[src/rtl/skew_est_pkg.sv]
package skew_est_pkg;
  localparam int NUM_CHAN = 4;
  localparam int CHAN_W = 2;

  // Strobes from the frame control to the datapath
  typedef struct packed {
    logic [NUM_CHAN-1:0] capture;  // one-hot: store sampleData in slot
    logic                update;   // close frame, add terms
  } skew_strobe_t;

  typedef enum logic [2:0] {
    FR_IDLE,
    FR_HAVE1,
    FR_HAVE2,
    FR_HAVE3,
    FR_HAVE4
  } frame_state_t;
endpackage

[src/rtl/skew_frame_ctrl.sv]
module skew_frame_ctrl
  import skew_est_pkg::*;
(
  input  logic              clk,
  input  logic              rst,
  input  logic              sampleValid,
  input  logic [CHAN_W-1:0] sampleChan,
  output skew_strobe_t      strobe
);
  frame_state_t state, nextState;

  always_comb begin
    strobe = '0;
    nextState = state;
    if (sampleValid) begin
      if (sampleChan == CHAN_W'(0)) begin
        strobe.capture[0] = 1'b1;
        strobe.update = (state == FR_HAVE4);
        nextState = FR_HAVE1;
      end else if (state == FR_HAVE1 && sampleChan == CHAN_W'(1)) begin
        strobe.capture[1] = 1'b1;
        nextState = FR_HAVE2;
      end else if (state == FR_HAVE2 && sampleChan == CHAN_W'(2)) begin
        strobe.capture[2] = 1'b1;
        nextState = FR_HAVE3;
      end else if (state == FR_HAVE3 && sampleChan == CHAN_W'(3)) begin
        strobe.capture[3] = 1'b1;
        nextState = FR_HAVE4;
      end else begin
        nextState = FR_IDLE;  // order broken: drop the frame
      end
    end
  end

  always_ff @(posedge clk) begin
    if (rst) state <= FR_IDLE;
    else     state <= nextState;
  end
endmodule

[src/rtl/skew_acc.sv]
module skew_acc #(
  parameter int TERM_W = 10,
  parameter int TOP    = 26,
  parameter int FRAC_W = 15
) (
  input  logic                     clk,
  input  logic                     rst,
  input  logic                     update,
  input  logic signed [TERM_W-1:0] term,
  output logic        [FRAC_W:0]   est
);
  localparam int ACC_W = TOP + 1;
  localparam int SUM_W = ACC_W + 1;
  localparam logic signed [ACC_W-1:0] ACC_MAX = {1'b0, {TOP{1'b1}}};
  localparam logic signed [ACC_W-1:0] ACC_MIN = {1'b1, {TOP{1'b0}}};
  localparam logic signed [SUM_W-1:0] SUM_MAX = {2'b00, {TOP{1'b1}}};
  localparam logic signed [SUM_W-1:0] SUM_MIN = {2'b11, {TOP{1'b0}}};

  logic signed [ACC_W-1:0] acc, accNext;
  logic signed [SUM_W-1:0] sum;

  always_comb begin
    sum = {acc[ACC_W-1], acc} + {{(SUM_W-TERM_W){term[TERM_W-1]}}, term};
    if (sum > SUM_MAX)      accNext = ACC_MAX;
    else if (sum < SUM_MIN) accNext = ACC_MIN;
    else                    accNext = sum[ACC_W-1:0];
  end

  always_ff @(posedge clk) begin
    if (rst)         acc <= '0;
    else if (update) acc <= accNext;
  end

  // top FRAC_W+1 bits: floor of the accumulator in Q1.15 units
  assign est = acc[ACC_W-1 -: FRAC_W+1];
endmodule

[src/rtl/skew_datapath.sv]
module skew_datapath
  import skew_est_pkg::*;
#(
  parameter int SAMPLE_W   = 8,
  parameter int STEP_SHIFT = 19,
  parameter int FRAC_W     = 15
) (
  input  logic                        clk,
  input  logic                        rst,
  input  skew_strobe_t                strobe,
  input  logic [SAMPLE_W-1:0]         sampleData,
  output logic [NUM_CHAN-2:0][FRAC_W:0] est
);
  localparam int TOP    = STEP_SHIFT + SAMPLE_W - 1;
  localparam int TERM_W = SAMPLE_W + 2;

  logic signed [SAMPLE_W-1:0] slot [NUM_CHAN];
  logic signed [TERM_W-1:0]   term [NUM_CHAN-1];
  logic signed [SAMPLE_W-1:0] nextRef;

  function automatic logic [SAMPLE_W:0] absDiff(input logic signed [SAMPLE_W-1:0] a,
                                                input logic signed [SAMPLE_W-1:0] b);
    logic [SAMPLE_W:0] d;
    d = {a[SAMPLE_W-1], a} - {b[SAMPLE_W-1], b};
    return d[SAMPLE_W] ? (~d + 1'b1) : d;
  endfunction

  function automatic logic signed [TERM_W-1:0] magDelta(input logic [SAMPLE_W:0] p,
                                                        input logic [SAMPLE_W:0] q);
    return {1'b0, p} - {1'b0, q};
  endfunction

  genvar g;
  generate
    for (g = 0; g < NUM_CHAN; g++) begin : g_slot
      always_ff @(posedge clk) begin
        if (rst)                    slot[g] <= '0;
        else if (strobe.capture[g]) slot[g] <= sampleData;
      end
    end
  endgenerate

  assign nextRef = sampleData;

  // middle channel against reference, odd channels against neighbours
  always_comb begin
    term[0] = magDelta(absDiff(slot[2], slot[1]), absDiff(slot[1], slot[0]));
    term[1] = magDelta(absDiff(nextRef, slot[2]), absDiff(slot[2], slot[0]));
    term[2] = magDelta(absDiff(nextRef, slot[3]), absDiff(slot[3], slot[2]));
  end

  generate
    for (g = 0; g < NUM_CHAN - 1; g++) begin : g_loop
      skew_acc #(
        .TERM_W(TERM_W),
        .TOP   (TOP),
        .FRAC_W(FRAC_W)
      ) u_acc (
        .clk   (clk),
        .rst   (rst),
        .update(strobe.update),
        .term  (term[g]),
        .est   (est[g])
      );
    end
  endgenerate
endmodule

[src/rtl/tiadc_skew_est.sv]
module tiadc_skew_est
  import skew_est_pkg::*;
#(
  parameter int SAMPLE_W   = 8,
  parameter int STEP_SHIFT = 19,
  parameter int FRAC_W     = 15
) (
  input  logic                clk,
  input  logic                rst,
  input  logic                sampleValid,
  input  logic [1:0]          sampleChan,
  input  logic [SAMPLE_W-1:0] sampleData,
  output logic [FRAC_W:0]     skew2,
  output logic [FRAC_W:0]     skew3,
  output logic [FRAC_W:0]     skew4
);
  skew_strobe_t strobe;
  logic [NUM_CHAN-2:0][FRAC_W:0] est;

  skew_frame_ctrl u_ctrl (
    .clk        (clk),
    .rst        (rst),
    .sampleValid(sampleValid),
    .sampleChan (sampleChan),
    .strobe     (strobe)
  );

  skew_datapath #(
    .SAMPLE_W  (SAMPLE_W),
    .STEP_SHIFT(STEP_SHIFT),
    .FRAC_W    (FRAC_W)
  ) u_dp (
    .clk       (clk),
    .rst       (rst),
    .strobe    (strobe),
    .sampleData(sampleData),
    .est       (est)
  );

  assign skew2 = est[0];
  assign skew3 = est[1];
  assign skew4 = est[2];
endmodule

[config.mk]
export PLATFORM = sky130hd
export DESIGN_NAME = tiadc_skew_est
export DESIGN_NICKNAME = d
export VERILOG_FILES = /design/src/rtl/skew_est_pkg.sv /design/src/rtl/skew_frame_ctrl.sv /design/src/rtl/skew_acc.sv /design/src/rtl/skew_datapath.sv /design/src/rtl/tiadc_skew_est.sv
export SDC_FILE = /design/constraint.sdc
export NUM_CORES = 1
export LEC_CHECK = 0
export BUFFER_PORTS_ARGS = -buffer_cell sky130_fd_sc_hd__buf_2
export CORE_ASPECT_RATIO = 1.2
export CORE_MARGIN = 10
export CORE_UTILIZATION = 41
export DETAILED_ROUTE_END_ITERATION = 16
export GPL_TIMING_DRIVEN = 0
export SYNTH_ARGS = -nofsm -noshare
export SYNTH_HDL_FRONTEND = slang
export SYNTH_SLANG_ARGS = --single-unit
[constraint.sdc]
create_clock -name clk -period 8.1 [get_ports clk]
set_input_delay 0.405 -clock clk [delete_from_list [all_inputs] [get_ports clk]]
set_output_delay 0.405 -clock clk [all_outputs]
set_load 0.03 [all_outputs]
==> flow_metrics.env <==
export IMPL_synth_area_leaders="ha_1 16%, dfxtp_1 13%, edfxtp_1 7.4%"
export IMPL_core_um2=31180
export IMPL_fmax_mhz=132.5
export IMPL_tightest_slew_ps=790.8
export IMPL_p_per_area_nw_per_um2=294.2
export IMPL_viasPerCell=5.367
export IMPL_ioPinCount=61
export IMPL_clkLatencyLatePin_ps=430
export IMPL_sw_frac_of_total_pct=45.10
export IMPL_die_area_um2=39020
export IMPL_fin_skew_ps=9.431
export IMPL_antenna_found_initial=7
export IMPL_clkPwrFrac_pct=20.5
export IMPL_htree_num_levels=4
export IMPL_endpoint_kind="flop"
export IMPL_grt_max_degree=19
export IMPL_fin_nets=1841
export IMPL_arrival_ps=7830
export IMPL_synth_enable_flop_cells=32
export IMPL_ff2ff_path_depth=33
export IMPL_dp_final_hpwl_um=25410
export IMPL_tritoncts="done"
export IMPL_synth_top_area_share_pct=15.50
export IMPL_synth_nets=1760
export IMPL_row_count=71
export IMPL_vias=11130
export IMPL_ant_nets=0
export IMPL_cpMostUsedCell="a21oi_1"
export IMPL_io_buffers=59
export IMPL_cts_sinks=116
export IMPL_cts_setup_buffers=0
export IMPL_drc=0
export IMPL_syn_to_final_growth_pct=11.99
export IMPL_hold_buffers=0
export IMPL_crit_slowest_cell="a31oi_2"
export IMPL_switching_power_mw=1.918
export IMPL_synth_warnings=0
export IMPL_hold_class="input port to flop"
export IMPL_drtIter0Drc=526
export IMPL_maxCapViolations=0
export IMPL_critPathMaxFanout=18
export IMPL_worst_ep_required_time_ps=8390
export IMPL_intPower_mw=2.335
export IMPL_drtPass1Iterations=5
export IMPL_cts_resized=0
export IMPL_hold_depth=3
export IMPL_grt_pass1_vias=10950
export IMPL_grt_pass1_wl_um=53730
export IMPL_combPwrFrac_pct=65.2
export IMPL_slowest_delay_ps=510
export IMPL_start_kind="flop"
export IMPL_ys_seq_elements=116
export IMPL_syn_instance_count=1575
export IMPL_status="complete, no violations"
export IMPL_yosysSeqAreaShare_pct=20.47
export IMPL_async_reset_ff_share_pct=0
export IMPL_synth_top_flop_cell="dfxtp_1"
export IMPL_period_share_pct=93.15
export IMPL_avgSynthCellArea_um2=8.198
export IMPL_finalHoldViolCount=0
export IMPL_synth_area_um2=12910
export IMPL_min_period_ps=7546
export IMPL_slew_headroom_pct=47.28
export IMPL_wl_per_cell_um=15.80
export IMPL_vdd_drop_max_v=0.0001289
export IMPL_fin_util_pct=46.37
export IMPL_synth_cell_types=75
export IMPL_path_class="flop to flop"
export IMPL_power_leakage_nw=6.280
export IMPL_initial_core_util_pct=41.41
export IMPL_gp_congestion=0.8923
export IMPL_maxSlewViolCount=0
export IMPL_drive_above_1_share_pct=11.32
export IMPL_clock_path_buffers=2
export IMPL_setup_viol=0
export IMPL_cts_buffers=17
export IMPL_grt_overflow=0
export IMPL_hold_slack_ps=305.8
export IMPL_grt_use_total_pct=16.37
export IMPL_die_x_um=182
export IMPL_p_seq_share_pct=14.3
export IMPL_synth_top_area_cell="ha_1"
export IMPL_routed_wl_um=32750
export IMPL_dieHeight_um=214.4
export IMPL_cts_root_buf="clkbuf_16"
export IMPL_clkTransAtPathRegs_ps=60
path summary, 6_finish.rpt:
| check | startpoint | end | slack [ps] |
|---|---|---|---|
| setup / recovery | u_dp.slot[2][0] | u_dp.g_loop[1].u_acc.acc[12] | 550 |
| hold / removal | sampleValid | u_ctrl.state[2] | 310 |
| setup reg to reg | u_dp.slot[2][0] | u_dp.g_loop[1].u_acc.acc[12] | 550 |
| hold reg to reg | u_dp.g_loop[1].u_acc.acc[4] | u_dp.g_loop[1].u_acc.acc[4] | 500 |
layout make-up:
class                           count  area (um^2)
Clock inverter                      8        168.9
Antenna cell                        3        7.507
Inverter                          106        397.9
Timing Repair Buffer               62        340.3
Multi-Input combinational cell   1247         9293
Sequential cell                   116         2643
Buffer                            106        615.6
Clock buffer                       24        493.0
Tap cell                          401        501.7
Fill cell                        3045        16720
critical path: cells and delay by family (launching register included):
kind	cells	cell delay, ps
adder cells (fa/ha/maj)	5	1480
multiplexers	3	770
buffers and inverters	4	880
AND/OR/NAND/NOR	3	290
flip-flops	1	420
AO/OA/AOI/OAI	18	3540
per-layer routing:
layer / track usage (%) / routed length (um) / up-vias
met3: 3.257 / 1164 / 43
met4: 5.132 / 663 / 10
met2: 28.42 / 15910 / 165
met1: 19.76 / 14950 / 5135
li1: - / - / 5772
met5: 0 / 57 / -
cells by family after synthesis:
group / synth area share (%)
flops: 20.47
simple gates: 13.91
compound gates: 23.95
fa+ha+maj: 22.55
mux: 0.4748
buf+inv: 7.810
xor+xnor: 10.84
synth_stat cells, types with 3 or more instances:
master,count
ha_1,160
nor2_1,156
a21oi_1,135
inv_1,106
xnor2_1,87
dfxtp_1,84
a211oi_1,73
xor2_1,71
nand2_1,68
o21ai_0,65
maj3_1,59
a21o_1,53
buf_4,50
clkbuf_1,49
edfxtp_1,32
and2_1,29
o21bai_1,27
o21a_1,24
nand2b_1,22
nand3_1,21
nor3_1,20
a31oi_1,17
nor2b_1,16
nand4_1,13
fa_1,12
and3_1,11
o211ai_1,9
o21ai_1,8
o31ai_1,8
a211oi_2,7
maj3_2,7
nor4_1,6
or4_1,6
buf_2,5
mux2i_1,5
a2111oi_0,3
a211o_1,3
or2_2,3
or3_1,3
per-stage QoR:
stage	instances	power [mW]	setup TNS [ps]	worst slack [ps]	area, um^2
after floorplan	1575	2.815	0	1035	12910
after global placement	2035	3.275	-45390	-919.6	13710
after detailed placement	2038	3.347	0	282.8	13770
after CTS	2070	4.248	0	236.6	14430
after global routing	2072	4.608	-1675	-171.9	14460
final	2073	4.254	0	554.5	14460
layout by cell type (no fill, tap or decap), drive strengths merged, types with 20 or more instances in the layout:
cell type  netlist  final
o21ai           73     73
o21bai          28     28
nor3            20     20
maj3            66     66
nand3           21     21
a21oi          137    137
and2            29     29
edfxtp          32     32
clkbuf          49     73
xor2            72     72
o21a            24     24
inv            106    107
nand2b          22     22
ha             160    160
xnor2           87     87
a211oi          80     80
dfxtp           84     84
nand2           68     68
nor2           156    156
a21o            53     53
buf             57    119
power groups by stage:
stage	sequential, mW	combinational (mW)	clock (mW)
floorplan	0.619	2.20	0
global placement	0.621	2.65	0
detailed placement	0.621	2.73	0
CTS	0.608	2.76	0.885
global route	0.609	3.09	0.910
finish	0.608	2.77	0.873
registers in the layout (all words and copies together), names as in the netlist:
signal and cells:
u_dp.g_loop.u_acc.acc 81, u_dp.slot 32, u_ctrl.state 3
Note: power is estimated with default switching activity, not from simulation.
